==> src/rtl/upk_pkg.sv <==
package upk_pkg;
  typedef enum logic [2:0] {
    BK_NONE     = 3'd0,
    BK_COND     = 3'd1,
    BK_JMP      = 3'd2,
    BK_JMP_IND  = 3'd3,
    BK_CALL     = 3'd4,
    BK_CALL_IND = 3'd5,
    BK_RET      = 3'd6,
    BK_RSVD     = 3'd7
  } br_kind_e;

  function automatic logic is_xfer(br_kind_e k);
    return (k != BK_NONE) && (k != BK_RSVD);
  endfunction

  function automatic logic is_uncond(br_kind_e k);
    return is_xfer(k) && (k != BK_COND);
  endfunction
endpackage

==> src/rtl/upk_classify.sv <==
module upk_classify import upk_pkg::*; #(
  parameter int ADDR_W    = 32,
  parameter int REGION_B  = 5,
  parameter int LEN_W     = 4,
  parameter int UOP_W     = 3,
  parameter int WAY_SLOTS = 6,
  localparam int TAG_W    = ADDR_W - REGION_B
) (
  input  logic [ADDR_W-1:0]   addr_i,
  input  logic [LEN_W-1:0]    len_i,
  input  logic [UOP_W-1:0]    uops_i,
  input  logic [2:0]          kind_i,
  input  logic                fused_i,
  input  logic                taken_i,
  input  logic [ADDR_W-1:0]   target_i,
  output logic [TAG_W-1:0]    tag_o,
  output logic [REGION_B-1:0] off_o,
  output logic [UOP_W-1:0]    uops_o,
  output logic                reject_o,
  output logic                ends_way_o
);
  br_kind_e          kind;
  logic [REGION_B:0] end_sum;
  logic              unused_tgt;

  assign kind    = br_kind_e'(kind_i);
  assign tag_o   = addr_i[ADDR_W-1:REGION_B];
  assign off_o   = addr_i[REGION_B-1:0];
  assign uops_o  = fused_i ? UOP_W'(1) : uops_i;
  // carry out of the region offset: last byte at or past region end
  assign end_sum = {1'b0, off_o} + (REGION_B+1)'(len_i);

  assign reject_o   = (is_xfer(kind) && end_sum[REGION_B]) ||
                      (uops_o > UOP_W'(WAY_SLOTS));
  assign ends_way_o = is_uncond(kind) ||
                      (taken_i && (target_i[ADDR_W-1:REGION_B] == tag_o));
  assign unused_tgt = ^target_i[REGION_B-1:0];
endmodule

==> src/rtl/upk_region_buf.sv <==
module upk_region_buf #(
  parameter int ADDR_W    = 32,
  parameter int REGION_B  = 5,
  parameter int LEN_W     = 4,
  parameter int UOP_W     = 3,
  parameter int WAY_SLOTS = 6,
  parameter int MAX_WAYS  = 3,
  localparam int TAG_W    = ADDR_W - REGION_B,
  localparam int SLOT_W   = $clog2(WAY_SLOTS + 1)
) (
  input  logic                         clk_i,
  input  logic                         rst_ni,
  input  logic                         in_v_i,
  input  logic [ADDR_W-1:0]            addr_i,
  input  logic [LEN_W-1:0]             len_i,
  input  logic [TAG_W-1:0]             tag_i,
  input  logic [REGION_B-1:0]          off_i,
  input  logic [UOP_W-1:0]             uops_i,
  input  logic                         reject_i,
  input  logic                         ends_way_i,
  output logic [MAX_WAYS-1:0]          rec_valid_o,
  output logic [TAG_W-1:0]             rec_tag_o,
  output logic [MAX_WAYS*REGION_B-1:0] rec_off_o,
  output logic [MAX_WAYS*SLOT_W-1:0]   rec_slots_o,
  output logic                         unc_o,
  output logic [TAG_W-1:0]             unc_tag_o
);
  localparam int CNT_W = $clog2(MAX_WAYS + 1);
  localparam int SUM_W = ((SLOT_W > UOP_W) ? SLOT_W : UOP_W) + 1;

  logic                active_q, n_active, poison_q, n_poison, open_q, n_open;
  logic [TAG_W-1:0]    tag_q, n_tag;
  logic [CNT_W-1:0]    cnt_q, n_cnt;
  logic [REGION_B-1:0] ooff_q, n_ooff;
  logic [SLOT_W-1:0]   oslots_q, n_oslots;
  logic [ADDR_W-1:0]   exp_q, n_exp;
  logic [REGION_B-1:0] way_off_q [MAX_WAYS];
  logic [REGION_B-1:0] n_way_off [MAX_WAYS];
  logic [SLOT_W-1:0]   way_slots_q [MAX_WAYS];
  logic [SLOT_W-1:0]   n_way_slots [MAX_WAYS];

  logic [MAX_WAYS-1:0]          n_rv;
  logic [TAG_W-1:0]             n_rtag, n_utag;
  logic [MAX_WAYS*REGION_B-1:0] n_roff;
  logic [MAX_WAYS*SLOT_W-1:0]   n_rslots;
  logic                         n_unc, new_reg, disc;

  always_comb begin
    n_active = active_q;  n_poison = poison_q;  n_open = open_q;
    n_tag = tag_q;  n_cnt = cnt_q;  n_ooff = ooff_q;  n_oslots = oslots_q;
    n_exp = exp_q;  n_way_off = way_off_q;  n_way_slots = way_slots_q;
    n_rv = '0;  n_rtag = rec_tag_o;  n_roff = '0;  n_rslots = '0;
    n_unc = 1'b0;  n_utag = unc_tag_o;
    new_reg = 1'b0;  disc = 1'b0;
    if (in_v_i) begin
      new_reg = !active_q || (tag_i != tag_q);
      if (new_reg) begin
        if (active_q && poison_q) begin
          n_unc  = 1'b1;
          n_utag = tag_q;
        end else if (active_q) begin
          n_rtag = tag_q;
          for (int i = 0; i < MAX_WAYS; i++) begin
            if (CNT_W'(i) < cnt_q) begin
              n_rv[i] = 1'b1;
              n_roff[i*REGION_B +: REGION_B] = way_off_q[i];
              n_rslots[i*SLOT_W +: SLOT_W]   = way_slots_q[i];
            end else if (CNT_W'(i) == cnt_q && open_q) begin
              n_rv[i] = 1'b1;
              n_roff[i*REGION_B +: REGION_B] = ooff_q;
              n_rslots[i*SLOT_W +: SLOT_W]   = oslots_q;
            end
          end
        end
        n_active = 1'b1;  n_tag = tag_i;  n_poison = 1'b0;
        n_cnt = '0;  n_open = 1'b0;
      end else begin
        disc = (addr_i != exp_q);
      end
      if (!n_poison) begin
        if (reject_i) begin
          n_poison = 1'b1;
        end else begin
          // close before: gap in the stream or no room for the whole instruction
          if (n_open && (disc || (SUM_W'(n_oslots) + SUM_W'(uops_i) > SUM_W'(WAY_SLOTS)))) begin
            for (int i = 0; i < MAX_WAYS; i++)
              if (CNT_W'(i) == n_cnt) begin
                n_way_off[i] = n_ooff;  n_way_slots[i] = n_oslots;
              end
            n_cnt  = n_cnt + CNT_W'(1);
            n_open = 1'b0;
          end
          if (!n_open) begin
            if (n_cnt == CNT_W'(MAX_WAYS)) n_poison = 1'b1;
            else begin
              n_open = 1'b1;  n_ooff = off_i;  n_oslots = '0;
            end
          end
          if (!n_poison) begin
            n_oslots = n_oslots + SLOT_W'(uops_i);
            if (ends_way_i) begin
              for (int i = 0; i < MAX_WAYS; i++)
                if (CNT_W'(i) == n_cnt) begin
                  n_way_off[i] = n_ooff;  n_way_slots[i] = n_oslots;
                end
              n_cnt  = n_cnt + CNT_W'(1);
              n_open = 1'b0;
            end
          end
        end
      end
      n_exp = addr_i + ADDR_W'(len_i);
    end
  end

  always_ff @(posedge clk_i or negedge rst_ni) begin
    if (!rst_ni) begin
      active_q <= 1'b0;  poison_q <= 1'b0;  open_q <= 1'b0;
      tag_q <= '0;  cnt_q <= '0;  ooff_q <= '0;  oslots_q <= '0;  exp_q <= '0;
      for (int i = 0; i < MAX_WAYS; i++) begin
        way_off_q[i] <= '0;  way_slots_q[i] <= '0;
      end
      rec_valid_o <= '0;  rec_tag_o <= '0;  rec_off_o <= '0;  rec_slots_o <= '0;
      unc_o <= 1'b0;  unc_tag_o <= '0;
    end else begin
      active_q <= n_active;  poison_q <= n_poison;  open_q <= n_open;
      tag_q <= n_tag;  cnt_q <= n_cnt;  ooff_q <= n_ooff;  oslots_q <= n_oslots;
      exp_q <= n_exp;  way_off_q <= n_way_off;  way_slots_q <= n_way_slots;
      rec_valid_o <= n_rv;  rec_tag_o <= n_rtag;  rec_off_o <= n_roff;
      rec_slots_o <= n_rslots;  unc_o <= n_unc;  unc_tag_o <= n_utag;
    end
  end
endmodule

==> src/rtl/upk_way_packer.sv <==
module upk_way_packer import upk_pkg::*; #(
  parameter int ADDR_W    = 32,
  parameter int REGION_B  = 5,
  parameter int LEN_W     = 4,
  parameter int UOP_W     = 3,
  parameter int WAY_SLOTS = 6,
  parameter int MAX_WAYS  = 3,
  localparam int TAG_W    = ADDR_W - REGION_B,
  localparam int SLOT_W   = $clog2(WAY_SLOTS + 1)
) (
  input  logic                         clk_i,
  input  logic                         rst_ni,
  input  logic                         ins_valid_i,
  input  logic [ADDR_W-1:0]            ins_addr_i,
  input  logic [LEN_W-1:0]             ins_len_i,
  input  logic [UOP_W-1:0]             ins_uops_i,
  input  logic [2:0]                   ins_kind_i,
  input  logic                         ins_fused_i,
  input  logic                         ins_taken_i,
  input  logic [ADDR_W-1:0]            ins_target_i,
  output logic [MAX_WAYS-1:0]          rec_valid_o,
  output logic [TAG_W-1:0]             rec_tag_o,
  output logic [MAX_WAYS*REGION_B-1:0] rec_off_o,
  output logic [MAX_WAYS*SLOT_W-1:0]   rec_slots_o,
  output logic                         unc_o,
  output logic [TAG_W-1:0]             unc_tag_o
);
  logic [TAG_W-1:0]    c_tag;
  logic [REGION_B-1:0] c_off;
  logic [UOP_W-1:0]    c_uops;
  logic                c_reject, c_ends;

  upk_classify #(
    .ADDR_W(ADDR_W), .REGION_B(REGION_B), .LEN_W(LEN_W),
    .UOP_W(UOP_W), .WAY_SLOTS(WAY_SLOTS)
  ) u_cls (
    .addr_i(ins_addr_i), .len_i(ins_len_i), .uops_i(ins_uops_i),
    .kind_i(ins_kind_i), .fused_i(ins_fused_i), .taken_i(ins_taken_i),
    .target_i(ins_target_i), .tag_o(c_tag), .off_o(c_off), .uops_o(c_uops),
    .reject_o(c_reject), .ends_way_o(c_ends)
  );

  upk_region_buf #(
    .ADDR_W(ADDR_W), .REGION_B(REGION_B), .LEN_W(LEN_W), .UOP_W(UOP_W),
    .WAY_SLOTS(WAY_SLOTS), .MAX_WAYS(MAX_WAYS)
  ) u_buf (
    .clk_i(clk_i), .rst_ni(rst_ni), .in_v_i(ins_valid_i),
    .addr_i(ins_addr_i), .len_i(ins_len_i), .tag_i(c_tag), .off_i(c_off),
    .uops_i(c_uops), .reject_i(c_reject), .ends_way_i(c_ends),
    .rec_valid_o(rec_valid_o), .rec_tag_o(rec_tag_o), .rec_off_o(rec_off_o),
    .rec_slots_o(rec_slots_o), .unc_o(unc_o), .unc_tag_o(unc_tag_o)
  );
endmodule

==> config.mk <==
export PLATFORM = sky130hd
export DESIGN_NAME = upk_way_packer
export DESIGN_NICKNAME = d
export VERILOG_FILES = /design/src/rtl/upk_pkg.sv /design/src/rtl/upk_classify.sv /design/src/rtl/upk_region_buf.sv /design/src/rtl/upk_way_packer.sv
export SDC_FILE = /design/constraint.sdc
export NUM_CORES = 1
export LEC_CHECK = 0
export ABC_AREA = 0
export CAP_MARGIN = 25
export CORE_MARGIN = 1.5
export CORE_UTILIZATION = 58
export DETAILED_ROUTE_END_ITERATION = 7
export PLACE_DENSITY = 0.87
export SLEW_MARGIN = 0
export SYNTH_ARGS = -nofsm -noshare
export SYNTH_HDL_FRONTEND = slang
export SYNTH_SLANG_ARGS = --single-unit
==> constraint.sdc <==
create_clock -name clk_i -period 6.5 [get_ports clk_i]
set_input_delay 1.3 -clock clk_i [delete_from_list [all_inputs] [get_ports clk_i]]
set_output_delay 1.3 -clock clk_i [all_outputs]
set_load 0.005 [all_outputs]
==> metrics, run 1 <==
wire length per cell=19.9 um; CP delay by family, top=simple AND/OR/NAND/NOR gates; antenna violations before repair=0; CTS hold repair buffers=0; Syn Std Cell Area=9230 um^2; pre-CTS setup slack=0.485 ns; Hold Violations, Final=0; Post-synth EDFFs=0; routability cong.=0.903; Crit path required time=6.83 ns; Final period util=85.8%; core footprint=15400 um^2; class of the worst hold path=register to register; htree depth=4; Reg clk slew, reported paths=0.07 ns; Worst Setup Start Kind=primary input; Critical Path AT=5.90 ns; maximum fanout along the worst path=6; ANT nets after route=0; grt ovf=0; Slew Limit Headroom=37.7%; Die Area=16700 um^2; Pwr Total=3.27 mW; kind of critical path=primary input to register; Initial Util=60.0%; WL final=24.2 mm; Final nets=1088; fraction of registers with async set/reset=100%; worst-skew pair later-pin latency=0.44 ns; area delta synth->final=26.2%; first-pass GRT wire length=38.0 mm; minimum clock period=5.58 ns; Slew @ Worst Pin=0.934 ns; Yosys top cell area share=48.3%; Residual DRC=0; via count=7105; total of max-cap violations=0; Most common cell on crit path=ha_1; CTS sink count=178; ys flop type=dfrtp_1; Post-DP Area=11000 um^2; run status=finished, final reports clean; number of synthesized register bits=178; synth top area cells=dfrtp_1, mux2_2, xor2_1, xnor2_1, nor2_1; syn_nets=944; worst clock skew=0.00881 ns; layout cells sized above 1=16.2%; P per Cell Area=281 nW/um^2; Ports=161; Yosys top cell by area=dfrtp_1; WHS=0.486 ns; Die Wd=129 um; DP Wirelength=16.8 mm; Distinct cells, synth=60; CTS tree=yes; RSZ-0062 raised after global routing=false; sequential fraction of the synthesis area=48.3%; Final Setup Violations=0; Via density=5.84; dpl cells=1183; fin worst setup slack=0.924 ns; Layout fillers=990; Yosys warning count=0; Core Util, Final=75.7%; syn avg cell area=10.9 um^2; FMAX=0.179 GHz; Critical Path End Type=register; PostCTS Resize Cnt=0; number of port buffers=155; number of global-route vias before repair=7133; DRT iter0 DRCs=626; critical path's slowest cell=clkdlybuf4s50_1; row count=45; Peak VDD IR=0.198 mV; Root Buffer=clkbuf_16; Antenna diodes=0; leak pwr=4.96 nW; Synth Instances=848; CTS max path bufs=2; DRT Pass-1 Iters=7; setup TNS=0 ns; largest net degree at the start of global routing=118; worst path bufs/invs=3; critical path's largest stage delay=0.60 ns; post-CTS setup buffers=0; crit-path cells=clkdlybuf4s50_1 > xor2_1 > nor4_1 > nand4_1 > nor4_4 > nand2_1 > ha_1 > mux2_2 > nand2_1 > inv_1 > ha_1 > a31oi_2 > nor2b_1 > ha_1 > fa_1 > xnor2_1 > nor3_1 > buf_4 > nor3_1 > a221o_1; CTS buffer count=17; final std cells w/o fill=1216; Pins Over Slew Limit=0; GRT Util Overall=30.2%; post-route cell area=11600 um^2; Die Height=129 um
==> kinds of logic after synthesis <==
logic type	after synthesis	synth area share, %
flip-flops	178	48.3
XOR/XNOR	118	11.2
buffers and inverters	88	4.60
AND/OR/NAND/NOR	229	12.7
adder cells (fa/ha/maj)	17	2.47
AO/OA/AOI/OAI	119	8.84
multiplexers	99	11.9
==> metal layers <==
layer  vias to the layer above  GRT usage (%)  share of wire (%)
met3                        69           7.10                7.0
met4                         0           14.9                4.2
met2                       304           51.9                 50
met1                      3513           35.5                 38
li1                       3219              -                  -
met5                         -              0                  0
==> worst register-to-register path, cell delays in order, from the launching register on <==
cell and delay (ns):
dfrtp_1 0.42, xor2_1 0.17, nor4_1 0.28, buf_4 0.17, nand4_1 0.29, nor4_4 0.39
nand2_1 0.14, ha_1 0.34, mux2_2 0.26, nand2_1 0.09, inv_1 0.06, ha_1 0.21
a31oi_2 0.20, nor2b_1 0.07, ha_1 0.19, fa_1 0.38, xnor2_1 0.16, nor3_1 0.20
buf_4 0.16, nor3_1 0.05, a221o_1 0.26
==> cell type report <==
class / count / area [um^2] / share of cell area, %
flip-flops and latches: 178 / 4450 / 38.3
inverters: 22 / 82.6 / 0.709
well taps: 211 / 264 / 2.27
multi-input cells: 582 / 4350 / 37.4
clock inverters: 14 / 223 / 1.91
repair buffers: 191 / 1840 / 15.8
clock buffers: 18 / 429 / 3.69
==> flip-flops by register name, indices dropped and copies added (netlist names), 3 cells and up <==
| register | count |
|---|---|
| u_buf.exp_q | 32 |
| u_buf.ooff_q | 5 |
| u_buf.oslots_q | 3 |
| u_buf.rec_off_o | 15 |
| u_buf.rec_slots_o | 9 |
| u_buf.rec_tag_o | 27 |
| u_buf.rec_valid_o | 3 |
| u_buf.tag_q | 27 |
| u_buf.unc_tag_o | 27 |
| u_buf.way_off_q | 15 |
| u_buf.way_slots_q | 9 |
==> power breakdown <==
part / switching (mW) / internal [mW]
clock: 0.451 / 0.687
sequential: 0.138 / 1.27
combinational: 0.295 / 0.423
==> cell usage after synthesis (2+ instances only) <==
cell and instances:
dfrtp_1 178, nor2_1 79, mux2_2 73, xor2_1 73, a21oi_1 50, xnor2_1 45, nand2_1 34, buf_2 27
clkbuf_1 25, nand3_1 25, inv_1 21, and3_1 19, nor4_1 16, a221o_1 15, ha_1 15, nand4_1 15
mux2_1 13, mux2i_1 13, o21ai_0 13, nor2b_1 10, a22oi_1 9, a21o_1 7, nor3_1 7, or2_2 7
buf_1 6, buf_6 6, o21a_1 3, or3_1 3, a211oi_1 2, a221oi_1 2, a22o_1 2, a32oi_1 2
and2_1 2, fa_1 2, nand3_2 2, nand4_2 2, nand4b_1 2
==> final timing paths <==
path,start,end,slack (ns),depth (start not counted)
setup / recovery,ins_addr_i[21],u_buf.way_slots_q[8]$_DFFE_PN0P_,0.92,20
hold / removal,u_buf.way_slots_q[6]$_DFFE_PN0P_,u_buf.way_slots_q[6]$_DFFE_PN0P_,0.49,1
setup reg to reg,u_buf.tag_q[23]$_DFFE_PN0P_,u_buf.way_slots_q[8]$_DFFE_PN0P_,1.93,20
hold reg to reg,u_buf.way_slots_q[6]$_DFFE_PN0P_,u_buf.way_slots_q[6]$_DFFE_PN0P_,0.49,1
max in group asynchronous,rst_ni,u_buf.rec_tag_o[9]$_DFFE_PN0P_,4.83,2
min in group asynchronous,rst_ni,u_buf.rec_slots_o[1]$_DFF_PN0_,0.67,1
==> cell usage in the layout, fill, tap and decap left out, types with 3 or more instances in the layout <==
cell type        count
ha_1                15
nor3_1               7
bufinv_16            5
dfrtp_1            178
nand3_1             25
or3_1                3
nand2_1             34
nor2b_1             10
a221o_1             15
clkbuf_16           17
a21o_1               7
xnor2_1             45
clkinvlp_4           4
or2_2                7
mux2i_1             13
o21a_1               3
mux2_1              13
a22oi_1              9
inv_6                3
inv_1               21
clkdlybuf4s50_1    153
and3_1              19
xor2_1              73
nor4_1              16
o21ai_0             13
nand4_1             15
nor2_1              78
mux2_2              73
buf_4               35
a21oi_1             50
(Power assumes the default switching activity.)
==> run 2, diff against run 1 <==
- SLEW_MARGIN: 0 -> 30
==> metrics, run 2 (synthesis gave the netlist of run 1 again) <==
WHS=0.486 ns (-0.000526 ns); WL final=24.1 mm (-0.38%); PostCTS Resize Cnt=0 (unchanged); ANT nets after route=0 (unchanged); run status=finished, final reports clean; grt ovf=0 (unchanged); first-pass GRT wire length=38.0 mm (unchanged); row count=45 (unchanged); commonest non-fill, non-tap cell in the layout=dfrtp_1; number of global-route vias before repair=7133 (unchanged); total of max-cap violations=0 (unchanged); Most common cell on crit path=ha_1; CTS buffer count=17 (unchanged); setup TNS=0 ns (unchanged); Peak VDD IR=0.198 mV (about the same); area delta synth->final=25.9%; multi-input logic area=4350 um^2 (unchanged); crit-path cells=clkdlybuf4s50_1 > xor2_1 > nor4_1 > nand4_1 > nor4_4 > nand2_1 > ha_1 > mux2_2 > nand2_1 > inv_1 > ha_1 > a31oi_2 > nor2b_1 > ha_1 > fa_1 > xnor2_1 > nor3_1 > buf_4 > nor3_1 > a221o_1; largest net degree at the start of global routing=118 (unchanged); Pins Over Slew Limit=0 (unchanged); Initial Util=60.0% (unchanged); Die Height=129 um (unchanged); FMAX=0.179 GHz (about the same); DP Wirelength=16.8 mm (about the same); DRT Pass-1 Iters=5 (-2); worst path bufs/invs=3 (unchanged); Die Area=16700 um^2 (unchanged); routability cong.=0.903 (unchanged); P per Cell Area=281 nW/um^2 (about the same); largest register by flop count=u_buf.exp_q; Final Setup Violations=0 (unchanged); Final period util=85.8% (about the same); CTS sink count=178 (unchanged); Critical Path End Type=register; core footprint=15400 um^2 (unchanged); max FFs per register=32 (unchanged); CP delay by family, top=simple AND/OR/NAND/NOR gates; Register Area=4450 um^2 (unchanged); CTS hold repair buffers=0 (unchanged); Residual DRC=0 (unchanged); DRT iter0 DRCs=664 (+6.1%); worst clock skew=0.00947 ns (+0.000661 ns); Die Wd=129 um (unchanged); antenna violations before repair=0 (unchanged); Via density=5.83 (-0.14%); Core Util, Final=75.6% (-0.15 points); Crit path required time=6.82 ns (about the same); htree depth=4 (unchanged); layout cells sized above 1=16.1% (-0.083 points); Worst Setup Start Kind=primary input; via count=7089 (-0.23%); Antenna diodes=0 (unchanged); post-CTS setup buffers=0 (unchanged); critical path's largest stage delay=0.60 ns (about the same); leak pwr=4.95 nW (-0.23%); Critical Path AT=5.90 ns (about the same); Layout fillers=991 (+0.10%); worst-skew pair later-pin latency=0.44 ns (about the same); Slew Limit Headroom=39.3% (+1.5 points); Ports=161 (unchanged); wire length per cell=19.9 um (-0.29%); dpl cells=1183 (unchanged); Reg clk slew, reported paths=0.07 ns (about the same); most frequent cells in the layout=dfrtp_1, clkdlybuf4s50_1, nor2_1; Final nets=1087 (-0.092%); final std cells w/o fill=1215 (-0.082%); CTS tree=yes; Hold Violations, Final=0 (unchanged); Pwr Total=3.26 mW (-0.13%); RSZ-0062 raised after global routing=false; CTS max path bufs=2 (unchanged); GRT Util Overall=30.2% (unchanged); class of the worst hold path=register to register; maximum fanout along the worst path=6 (unchanged); number of port buffers=155 (unchanged); Root Buffer=clkbuf_16; kind of critical path=primary input to register; Slew @ Worst Pin=0.911 ns (-0.0232 ns); minimum clock period=5.58 ns (-0.000423 ns); critical path's slowest cell=clkdlybuf4s50_1
## run 2: cell type report
type                            instances  area share [%]
Clock inverter                         14            1.92
Tap cell                              211            2.27
Inverter                               22           0.711
Clock buffer                           18            3.69
Timing Repair Buffer                  190            15.6
Multi-Input combinational cell        582            37.4
Sequential cell                       178            38.3
## run 2: routing by layer
metal,up-vias,routed length (um),GRT usage (%)
met1,3512,9330,35.5
met3,63,1600,7.10
li1,3225,-,-
met5,-,0,0
met4,0,964,14.9
met2,289,12300,51.9
## run 2: path summary, 6_finish.rpt
check                                                      start                          endpoint  slack [ns]  cells past startpoint
worst max-delay path                              ins_addr_i[21]  u_buf.way_slots_q[8]$_DFFE_PN0P_        0.92                     20
worst min-delay path            u_buf.way_slots_q[6]$_DFFE_PN0P_  u_buf.way_slots_q[6]$_DFFE_PN0P_        0.49                      1
worst max register to register       u_buf.tag_q[24]$_DFFE_PN0P_  u_buf.way_slots_q[8]$_DFFE_PN0P_        1.93                     20
worst min register to register  u_buf.way_slots_q[6]$_DFFE_PN0P_  u_buf.way_slots_q[6]$_DFFE_PN0P_        0.49                      1
max in group asynchronous                                 rst_ni    u_buf.rec_tag_o[9]$_DFFE_PN0P_        4.28                      2
min in group asynchronous                                 rst_ni    u_buf.rec_slots_o[1]$_DFF_PN0_        0.93                      1
## run 2: per-stage QoR
step / worst slack (ns) / instance area [um^2]
6_report: 0.925 / 11600
5_1_grt: 0.535 / 11600
3_5_place_dp: 0.485 / 11000
4_1_cts: 0.960 / 11600
3_3_place_gp: 0.597 / 11000
2_1_floorplan: 1.00 / 9230
## run 2: report_power, final
part           total [mW]  internal, mW  switching [mW]
Sequential           1.41          1.27           0.138
Clock                1.14         0.687           0.449
Combinational       0.716         0.422           0.294
Total                3.26          2.38           0.881
==> run 3, diff against run 2 <==
- CORE_MARGIN: 1.5 -> unset
==> metrics, run 3 (synthesis gave the netlist of run 1 again) <==
run status=finished, final reports clean; antenna violations before repair=0 (unchanged); minimum clock period=5.69 ns (+0.115 ns); leak pwr=4.94 nW (-0.22%); DRT Pass-1 Iters=5 (unchanged); CTS hold repair buffers=0 (unchanged); kind of critical path=primary input to register; WHS=0.480 ns (-0.00546 ns); Die Area=16400 um^2 (-1.5%); most frequent cells in the layout=dfrtp_1, clkdlybuf4s50_1, nor2_1; class of the worst hold path=register to register; total of max-cap violations=0 (unchanged); Peak VDD IR=0.220 mV (+11%); layout cells sized above 1=16.1% (-0.068 points); via count=7095 (+0.085%); pre-CTS setup slack=0.415 ns (-0.0692 ns); Final Setup Violations=0 (unchanged); max FFs per register=32 (unchanged); commonest non-fill, non-tap cell in the layout=dfrtp_1; crit path to=u_buf.way_slots_q[8]$_DFFE_PN0P_; fin worst setup slack=0.810 ns (-0.115 ns); Final period util=87.5% (+1.8 points); routability cong.=0.889 (-1.5%); CTS max path bufs=2 (unchanged); CTS sink count=178 (unchanged); WL final=23.2 mm (-4.0%); number of global-route vias before repair=7055 (-1.1%); FF-to-FF Start=u_buf.tag_q[24]$_DFFE_PN0P_; grt ovf=0 (unchanged); RR Endpoint=u_buf.way_slots_q[8]$_DFFE_PN0P_; worst r2r path cells=18 (-10%); Die Height=128 um (-0.77%); Worst Setup Start Kind=primary input; DRT iter0 DRCs=600 (-9.6%); setup TNS=0 ns (unchanged); Root Buffer=clkbuf_16; number of port buffers=155 (unchanged); Initial Util=60.0% (unchanged); worst-skew pair later-pin latency=0.44 ns (about the same); GRT Util Overall=29.7% (-0.46 points); P per Cell Area=275 nW/um^2 (-2.0%); core footprint=15400 um^2 (unchanged); Via density=5.85 (+0.25%); maximum fanout along the worst path=4 (-2); Final nets=1085 (-0.18%); CTS tree=yes; Reg clk slew, reported paths=0.07 ns (about the same); first-pass GRT wire length=36.7 mm (-3.4%); htree depth=4 (unchanged); Core Util, Final=75.4% (-0.20 points); largest net degree at the start of global routing=121 (+2.5%); Residual DRC=0 (unchanged); FMAX=0.176 GHz (-2.0%); Hold Violations, Final=0 (unchanged); largest register by flop count=u_buf.exp_q; DP Wirelength=16.4 mm (-2.6%); R2R setup slack=1.74 ns (-0.19 ns); Ports=161 (unchanged); Antenna diodes=0 (unchanged); area delta synth->final=25.6%; ANT nets after route=0 (unchanged); Die Wd=128 um (-0.77%); Slew Limit Headroom=35.4% (-3.9 points); Pwr Total=3.19 mW (-2.3%); Critical Path AT=6.01 ns (+0.11 ns); PostCTS Resize Cnt=0 (unchanged); Pins Over Slew Limit=0 (unchanged); CTS buffer count=17 (unchanged); Critical Path End Type=register; row count=45 (unchanged); worst clock skew=0.0138 ns (+0.00430 ns); RSZ-0062 raised after global routing=false; Crit path required time=6.82 ns (about the same); Worst Setup SP=ins_addr_i[29]; Slew @ Worst Pin=0.969 ns (+0.0580 ns); wire length per cell=19.1 um (-3.8%); post-CTS setup buffers=0 (unchanged)
==> run 3: cell types whose count changed in the layout (fill, tap and decap cells not counted), sizes merged <==
cell and delta:
clkinvlp -1, inv +1, clkinv +2, buf -2
bufinv -2
==> run 3: power breakdown <==
part | leakage [nW] | switching, mW | internal [mW]
Sequential | 2.17 | 0.134 | 1.27
Combinational | 2.48 | 0.286 | 0.423
Clock | 0.297 | 0.451 | 0.621
==> run 3: critical path: stages <==
cell,delay (ns)
clkdlybuf4s50_1,0.46
xor2_1,0.19
nor4_1,0.48
nand4_1,0.33
nor4_4,0.38
nand2_1,0.15
ha_1,0.35
mux2_2,0.26
nand2_1,0.12
inv_1,0.08
ha_1,0.20
a31oi_2,0.19
nor2b_1,0.08
ha_1,0.19
fa_1,0.38
xnor2_1,0.26
o21a_1,0.24
nor3_1,0.09
a221o_1,0.26
==> run 3: layout make-up <==
| cell class | instances | area, um^2 |
|---|---|---|
| Sequential cell | 178 | 4450 |
| Multi-Input combinational cell | 582 | 4350 |
| Fill cell | 989 | 3780 |
| Timing Repair Buffer | 188 | 1820 |
| Clock buffer | 18 | 439 |
| Tap cell | 211 | 264 |
| Clock inverter | 14 | 176 |
| Inverter | 22 | 82.6 |
==> run 3: through the flow <==
stage	std cells	area [um^2]
after floorplan	848	9230
after CTS	1212	11600
after global placement	1180	10900
final	1213	11600
after global routing	1213	11600
after detailed placement	1180	10900
==> run 3: per-layer routing <==
layer / GRT usage, % / share of wire (%)
met1: 34.1 / 38
met4: 16.2 / 4.2
met3: 8.01 / 7.1
met2: 50.5 / 50
met5: 0 / 0
==> run 3: worst min path at each step <==
stage                                          start                               end  slack, ns  cells past startpoint
floorplan           u_buf.way_slots_q[6]$_DFFE_PN0P_  u_buf.way_slots_q[6]$_DFFE_PN0P_       0.44                      1
global placement    u_buf.way_slots_q[7]$_DFFE_PN0P_  u_buf.way_slots_q[7]$_DFFE_PN0P_       0.45                      1
detailed placement  u_buf.way_slots_q[7]$_DFFE_PN0P_  u_buf.way_slots_q[7]$_DFFE_PN0P_       0.47                      1
CTS                 u_buf.way_slots_q[7]$_DFFE_PN0P_  u_buf.way_slots_q[7]$_DFFE_PN0P_       0.48                      1
global route        u_buf.way_slots_q[6]$_DFFE_PN0P_  u_buf.way_slots_q[6]$_DFFE_PN0P_       0.50                      1
finish              u_buf.way_slots_q[7]$_DFFE_PN0P_  u_buf.way_slots_q[7]$_DFFE_PN0P_       0.48                      1
